<file path="src/rtl/txdma_pkg.sv">
package txdma_pkg;
  localparam int unsigned TXD_CNT_W  = 12;
  localparam int unsigned TXD_DEPTH  = 64;
  localparam int unsigned TXD_BURST  = 32;

  typedef enum logic {
    MODE_COUNTED = 1'b0,
    MODE_CONT    = 1'b1
  } txd_mode_e;
endpackage

</file>
<file path="src/rtl/txdma_remain_ctr.sv">
module txdma_remain_ctr #(
  parameter int unsigned CNT_W = 12
) (
  input  logic             clk,
  input  logic             rst,
  input  logic             load,
  input  logic [CNT_W-1:0] load_val,
  input  logic             dec,
  output logic [CNT_W-1:0] rem,
  output logic             rem_one,
  output logic             rem_zero
);
  always_ff @(posedge clk) begin
    if (rst) begin
      rem <= '0;
    end else if (load) begin
      rem <= load_val;
    end else if (dec && rem != '0) begin
      rem <= rem - CNT_W'(1);
    end
  end

  assign rem_one  = (rem == CNT_W'(1));
  assign rem_zero = (rem == '0);
endmodule

</file>
<file path="src/rtl/txdma_burst_ctr.sv">
module txdma_burst_ctr #(
  parameter int unsigned CNT_W = 12,
  parameter int unsigned BURST = 32,
  parameter int unsigned BW    = $clog2(BURST + 1)
) (
  input  logic             clk,
  input  logic             rst,
  input  logic             stop,
  input  logic             raise,
  input  logic             cont,
  input  logic [CNT_W-1:0] rem,
  input  logic             wr,
  input  logic             done,
  output logic             req
);
  logic [BW-1:0] left;
  logic [BW-1:0] len;

  // size of the burst about to be requested
  always_comb begin
    if (cont || rem >= CNT_W'(BURST)) len = BW'(BURST);
    else                              len = rem[BW-1:0];
  end

  always_ff @(posedge clk) begin
    if (rst || stop) begin
      req  <= 1'b0;
      left <= '0;
    end else if (raise) begin
      req  <= 1'b1;
      left <= len;
    end else if (wr) begin
      left <= left - BW'(1);
      if (left == BW'(1) || done) req <= 1'b0;
    end
  end
endmodule

</file>
<file path="src/rtl/txdma_underrun_det.sv">
module txdma_underrun_det (
  input  logic clk,
  input  logic rst,
  input  logic clear,
  input  logic hit,
  output logic flag
);
  always_ff @(posedge clk) begin
    if (rst || clear) flag <= 1'b0;
    else if (hit)     flag <= 1'b1;
  end
endmodule

</file>
<file path="src/rtl/txdma_req_ctrl.sv">
module txdma_req_ctrl import txdma_pkg::*; #(
  parameter int unsigned CNT_W      = TXD_CNT_W,
  parameter int unsigned FIFO_DEPTH = TXD_DEPTH,
  parameter int unsigned BURST      = TXD_BURST,
  parameter int unsigned LVL_W      = $clog2(FIFO_DEPTH + 1)
) (
  input  logic             clk,
  input  logic             rst,
  input  logic             dma_en,
  input  logic             cont_mode,
  input  logic [CNT_W-1:0] byte_cnt,
  input  logic             start,
  input  logic [LVL_W-1:0] fifo_free,
  input  logic             fifo_empty,
  input  logic             ser_need,
  input  logic             dma_wr,
  output logic             dma_req,
  output logic             frame_end,
  output logic             underrun
);
  txd_mode_e        mode, mode_q;
  logic             active;
  logic [CNT_W-1:0] rem;
  logic             rem_one, rem_zero;
  logic             start_acc, wr_acc, back_to_cnt, last_wr;
  logic             urun_hit, zero_cnt, stop, raise;

  assign mode        = cont_mode ? MODE_CONT : MODE_COUNTED;
  assign zero_cnt    = (byte_cnt == '0);
  assign start_acc   = start && dma_en;
  assign wr_acc      = dma_wr && dma_req;
  assign back_to_cnt = active && dma_en && mode_q == MODE_CONT && mode == MODE_COUNTED;
  assign last_wr     = wr_acc && mode == MODE_COUNTED && rem_one && !back_to_cnt;
  assign urun_hit    = active && ser_need && fifo_empty;
  assign stop        = !dma_en || urun_hit || start_acc || (back_to_cnt && zero_cnt);
  assign raise       = active && !dma_req && !back_to_cnt
                     && fifo_free >= LVL_W'(BURST)
                     && (mode == MODE_CONT || !rem_zero);

  always_ff @(posedge clk) begin
    if (rst) begin
      active    <= 1'b0;
      mode_q    <= MODE_COUNTED;
      frame_end <= 1'b0;
    end else begin
      mode_q    <= mode;
      frame_end <= last_wr
                || (start_acc && mode == MODE_COUNTED && zero_cnt)
                || (back_to_cnt && zero_cnt);
      if (start_acc)
        active <= (mode == MODE_CONT) || !zero_cnt;
      else if (!dma_en || urun_hit || last_wr || (back_to_cnt && zero_cnt))
        active <= 1'b0;
    end
  end

  txdma_remain_ctr #(.CNT_W(CNT_W)) u_remain (
    .clk      (clk),
    .rst      (rst),
    .load     (start_acc || back_to_cnt),
    .load_val (byte_cnt),
    .dec      (wr_acc && mode == MODE_COUNTED && !back_to_cnt),
    .rem      (rem),
    .rem_one  (rem_one),
    .rem_zero (rem_zero)
  );

  txdma_burst_ctr #(.CNT_W(CNT_W), .BURST(BURST)) u_burst (
    .clk   (clk),
    .rst   (rst),
    .stop  (stop),
    .raise (raise),
    .cont  (mode == MODE_CONT),
    .rem   (rem),
    .wr    (wr_acc),
    .done  (last_wr),
    .req   (dma_req)
  );

  txdma_underrun_det u_urun (
    .clk   (clk),
    .rst   (rst),
    .clear (start_acc),
    .hit   (urun_hit),
    .flag  (underrun)
  );
endmodule

</file>
<file path="config.mk">
export PLATFORM = sky130hd
export DESIGN_NAME = txdma_req_ctrl
export DESIGN_NICKNAME = d
export VERILOG_FILES = /design/src/rtl/txdma_pkg.sv /design/src/rtl/txdma_remain_ctr.sv /design/src/rtl/txdma_burst_ctr.sv /design/src/rtl/txdma_underrun_det.sv /design/src/rtl/txdma_req_ctrl.sv
export SDC_FILE = /design/constraint.sdc
export NUM_CORES = 1
export LEC_CHECK = 0
export ABC_CLOCK_PERIOD_IN_PS = 1900
export BUFFER_PORTS_ARGS = -buffer_cell sky130_fd_sc_hd__buf_2
export CORE_ASPECT_RATIO = 0.6
export CORE_MARGIN = 1.5
export CORE_UTILIZATION = 48
export CTS_BUF_LIST = sky130_fd_sc_hd__clkbuf_16
export CTS_CLUSTER_DIAMETER = 100
export DETAILED_ROUTE_END_ITERATION = 8
export PLACE_DENSITY_LB_ADDON = 0.2
export SLEW_MARGIN = 5
export SYNTH_ARGS = -nofsm -noshare
export SYNTH_HDL_FRONTEND = slang
export SYNTH_SLANG_ARGS = --single-unit
</file>
<file path="constraint.sdc">
create_clock -name clk -period 1.9 [get_ports clk]
set_clock_uncertainty 0.2 [all_clocks]
set_input_delay 0.19 -clock clk [delete_from_list [all_inputs] [get_ports clk]]
set_output_delay 0.19 -clock clk [all_outputs]
set_load 0.05 [all_outputs]
</file>
-- Word-level counts from Yosys, hierarchy flattened
Cells that the tools add are included.
- $add $sub $neg: 2
- $mul: 0
- divide/modulo/power cells: 0
- order comparisons: 2
- eq/ne operators: 2
- shifts and indexed selects: 0
- multiplexer cells: 11
- bitwise logic cells: 1
- reductions and logical operators: 46
- operators with widths (cell ; number):
    $logic_not 12->1 ; 2
    $mux 12 ; 2
    $logic_and 1x1->1 ; 19
    $mux 6 ; 3
    $logic_or 1x1->1 ; 14
    $eq 12x1->1 const B ; 1
    $ge 12x6->1 const B ; 1
    $reduce_bool 12->1 ; 1
    $sub 12x1->12 const B ; 1
    $reduce_bool 2->1 ; 4
    $ge 7x6->1 const B ; 1
    $eq 6x1->1 const B ; 1
    $mux 1 ; 6
    $sub 6x1->6 const B ; 1
    $logic_not 1->1 ; 5
    $reduce_and 2->1 ; 1
    $not 1->1 ; 1
- bits in registers: 23
- bits in latches: 0
- RAM bits: 0
- ROM bits: 0
- input bits: 27
- output and inout bits: 3
- word-level logic and storage cells: 71
- memories kept: 0

-- Logic depth before layout (Yosys ltp)
- word-level depth: 9
- mapped depth: 6
- gate-level depth less buffers: 6

-- Cells and area by module
A second synthesis with hierarchy kept.
- cell total of the unflattened synthesis: 174
- area total of the unflattened synthesis: 1462.7 um^2
- modules (own cells, without submodules) (module ; times used ; cells an instance ; area an instance (um^2) ; seq. area each (um^2)):
    txdma_remain_ctr ; 1 ; 89 ; 778.2 ; 240.2
    txdma_burst_ctr ; 1 ; 50 ; 422.9 ; 140.1
    txdma_req_ctrl ; 1 ; 32 ; 227.7 ; 60.1
    txdma_underrun_det ; 1 ; 3 ; 33.8 ; 20.0

-- Worst setup path after synthesis
No wires, ideal clock.
- path type: flip-flop to flip-flop
- start: register u_burst.req
- end: register u_remain.rem[9]
- library setup time: 91 ps
- arrival: 1938 ps
- data required time: 1609 ps
- path slack: -329 ps
- cell stages (with the launch flop): 5
- buffers on the path: 0
- period minus slack after synthesis: 2229 ps
- cell sequence: dfxtp_1 > and3b_1 > nand2_1 > or4_2 > a311oi_1
- word-level cells in the longest chain between the ends: 5
- RTL lines (what ; line ; RTL):
    start: declaration ; txdma_burst_ctr.sv:14 ; output logic req
    start signal: assignment ; txdma_burst_ctr.sv:27 ; req <= 1'b0;
    start signal: assignment ; txdma_burst_ctr.sv:30 ; req <= 1'b1;
    start signal: assignment ; txdma_burst_ctr.sv:34 ; if (left == BW'(1) || done) req <= 1'b0;
    $logic_and 1x1->1 ; txdma_req_ctrl.sv:31 ; assign wr_acc = dma_wr && dma_req;
    $logic_and 1x1->1 (2 in a row) ; txdma_req_ctrl.sv:62 ; .dec (wr_acc && mode == MODE_COUNTED && !back_to_cnt),
    $logic_and 1x1->1 ; txdma_remain_ctr.sv:18 ; end else if (dec && rem != '0) begin
    $reduce_bool 2->1 (no source line) ; -- ;
    end signal: assignment ; txdma_remain_ctr.sv:17 ; rem <= load_val;
    end signal: assignment ; txdma_remain_ctr.sv:19 ; rem <= rem - CNT_W'(1);
    end: declaration ; txdma_remain_ctr.sv:9 ; output logic [CNT_W-1:0] rem,
Every way passes these cells.
A chain may end at the register's enable or synchronous reset.

-- Worst setup path after layout
- start: register u_remain.rem[11]
- end: register u_remain.rem[1]
- word-level cells in the longest chain between the ends: 3
- RTL lines (what ; line):
    $reduce_bool 12->1 ; txdma_remain_ctr.sv:18
    $logic_and 1x1->1 ; txdma_remain_ctr.sv:18
    $reduce_bool 2->1 (no source line) ; --
Every way passes these cells.

==> results.cfg <==
[status]
status = finished with violations
violations = negative setup slack

[grt]
first_global_vias = 1577
grt_antenna_before_repair = 0
grt_overflow = 0
global_route_usage_sum = 0.286
grt_start_max_net_pins = 24
grt_first_pass_wirelength_um = 7170

[yosys]
yosysWarningCount = 0
synth-edff-count = 0
synthesis.area_um2 = 1430
synth_ff_type = sky130_fd_sc_hd__dfxtp_1
synth-seq-area-share = 0.321
post_synth.cell_area_avg_um2 = 8.59
synth_top_cell_by_area = sky130_fd_sc_hd__dfxtp_1
synthDistinctLibCells = 45
synthTopCellsByArea = sky130_fd_sc_hd__dfxtp_1 (32%), sky130_fd_sc_hd__a211oi_1 (5.8%), sky130_fd_sc_hd__nor2_1 (5.8%)
synth_async_reset_ratio = 0
syn_nets = 199
netlist_instances = 167
synth_seq_cells = 23
yosys.area.top_type_share = 0.321

[floorplan]
fp-row-count = 15
initial_utilization = 0.503
boundaryPins = 30
design.die.area_um2 = 3330
fp.dieW_um = 73.6
core-area_um2 = 2850
fp.dieH_um = 45.3

[critical_path]
cp-end-kind = register
type_of_the_worst_setup_path = register to register
worst_r2r_endpoint = u_remain.rem[1]
worstPathArrival_ns = 2.04
critical-path-slowest-cell = sky130_fd_sc_hd__or4_4
reg2reg_from = u_remain.rem[11]
reg2reg_slack_ns = -0.16
max_stage_delay_ns = 0.59
endpoint = u_remain.rem[1]
worstSetupStartpoint = u_remain.rem[11]
critical_path.startpoint_type = register
critPathMaxFanout = 4
rr_worst_depth = 4
crit_path_cell_trace = or4_4, o41a_1, mux2_4, a211oi_2
required_ns = 1.88

[placed_design]
dpl.cell_count = 258
gp_congestion = 0.880
hpwl_um = 3200
input_output_buffers = 24
detailedPlace.worstSlack_ns = -0.131

[clock_network]
cts.clk_slew.worst_paths_ns = 0.06
worstSkewPairLatency_ns = 0.26
cts.sink_count = 23
cts_tree = done
ctsLongestPathBuffers = 2
clk_root_buffer_cell = sky130_fd_sc_hd__clkbuf_16
cts_max_level = 1
cts_made_buffers = 3

[timing]
setup_violations = 9
layout_setup_ws_ns = -0.156
rsz0062_at_grt = true
fmaxAchievable_ghz = 0.486
number_of_hold_violations_in_the_final_report = 0
final_period_util = 1.08
timing_max_transition_violations_final = 0
fin_hold_ws_ns = 0.0234
worst-slew-pin-transition_ns = 0.603
timing.max_slew.rel_slack = 0.594
final_period_demand_of_the_worst_path_ns = 2.06

[route]
drt_iter0_drc = 184
drc_errors = 0
routed_wl_um = 4630
dr_total_vias = 1679
detail_route.first_pass.iterations = 4
via_per_inst = 6.20
routedWlPerCell_um = 17.1
postRouteAntennaNets = 0

[final_layout]
drive_gt1_frac = 0.450
multi_input_area_um2 = 1080
fillers = 204
final_util = 0.747
area.sequential_um2 = 470
diodes = 0
final_cell_count_without_fillers = 271
nNetsFinal = 262
areaGrowthSynthToFinish_pct = 48.7

[pwr]
power_leakage_nw = 0.819
p_per_area_nw_per_um2 = 640
vdd.ir_drop.worst_mv = 0.401

[min_path]
hp-class = input pin to register

[run]
max_cap_viol_count = 0
[cell type report]
type	count	area share
multi-input combinational	133	0.505
clock buffer	3	0.0352
timing repair buffer	63	0.202
clock inverter	1	0.00176
tap	42	0.0246
sequential	23	0.221
inverter	6	0.0106
[cell usage in the layout, fill, tap and decap left out, drive strengths merged, types with 2 or more instances in the layout]
cell type and count:
clkbuf 3, nor2b 2, and4 2, o21ai 3
dfxtp 23, nor2 22, a211oi 12, ha 5
nor4 10, a21oi 8, inv 7, dlygate4sd3 3
o31ai 5, nor4b 2, nand3 4, or3 7
xnor2 4, a311oi 7, a221oi 2, nand2 9
nand4b 3, buf 60, nand4 3, or4 5
[kinds of logic (layout without fill, tap and decap cells)]
kind of cell | Yosys count | count (layout) | synth area share
fa+ha+maj | 5 | 5 | 0.0436
compound gates | 48 | 48 | 0.253
buf+inv | 11 | 73 | 0.0288
flops | 23 | 23 | 0.321
xor+xnor | 4 | 4 | 0.0244
simple gates | 75 | 75 | 0.319
mux | 1 | 1 | 0.0105
[repair_timing]
action | in CTS | in global routing
hold buffers | 3 | 0
endpoints found under the hold margin | 2 | 0
pin swaps | 4 | 14
gates resized for setup | 6 | 27
setup buffers | 1 | 5
setup endpoints to repair | 11 | 17
[power by group]
group	switching [mW]	total, mW	internal (mW)
combinational	0.192	0.376	0.183
clock	0.180	0.461	0.281
sequential	0.0216	0.528	0.507
[cell usage after synthesis (3+ instances only)]
library cell and instances:
sky130_fd_sc_hd__dfxtp_1 23, sky130_fd_sc_hd__nor2_1 22, sky130_fd_sc_hd__nand3_1 4, sky130_fd_sc_hd__o31ai_1 5, sky130_fd_sc_hd__inv_1 6, sky130_fd_sc_hd__ha_1 5
sky130_fd_sc_hd__xnor2_1 4, sky130_fd_sc_hd__nand4b_1 3, sky130_fd_sc_hd__a21oi_1 8, sky130_fd_sc_hd__or3_1 5, sky130_fd_sc_hd__nand4_1 3, sky130_fd_sc_hd__or4_1 3
sky130_fd_sc_hd__clkbuf_1 5, sky130_fd_sc_hd__nand2_1 9, sky130_fd_sc_hd__a211oi_1 11, sky130_fd_sc_hd__nor4_1 9, sky130_fd_sc_hd__a311oi_1 7, sky130_fd_sc_hd__o21ai_0 3
[critical path: cells and delay by family (launching register included)]
kind | cells | cell delay, ns
AND/OR/NAND/NOR | 1 | 0.59
AO/OA/AOI/OAI | 2 | 0.54
flip-flops | 1 | 0.33
multiplexers | 1 | 0.32
[worst min-delay path by stage]
stage	startpoint	end	slack [ns]	cells past startpoint
2_1_floorplan	dma_wr	u_burst.req	0.09	1
3_3_place_gp	start	u_urun.flag	0.24	2
3_5_place_dp	start	u_urun.flag	0.24	2
4_1_cts	byte_cnt[9]	u_remain.rem[9]	0.02	3
5_1_grt	byte_cnt[3]	u_remain.rem[3]	0.03	3
6_report	byte_cnt[7]	u_remain.rem[7]	0.02	3
[registers in the layout (all words and copies together), names as in the netlist]
signal and flops:
frame_end 1, active 1, u_burst.left 6, mode_q 1
u_remain.rem 12, u_urun.flag 1, u_burst.req 1
[per-layer routing]
metal  vias up  global-route usage  wire, um
li1        791                   -         -
met1       812               0.389      2200
met2        70               0.452      2110
met3         6              0.0804       277
met4         0              0.0667        37
met5         -                   0         0
[stage by stage]
step | power, mW | area, um2 | TNS [ns]
3_5_place_dp | 0.822 | 1820 | -0.278
3_3_place_gp | 0.812 | 1820 | -0.209
2_1_floorplan | 0.683 | 1450 | -0.179
5_1_grt | 1.43 | 2130 | -1.65
6_report | 1.37 | 2130 | -0.602
4_1_cts | 1.29 | 1970 | -0.425
No activity file was read; power rests on OpenSTA's default activity.
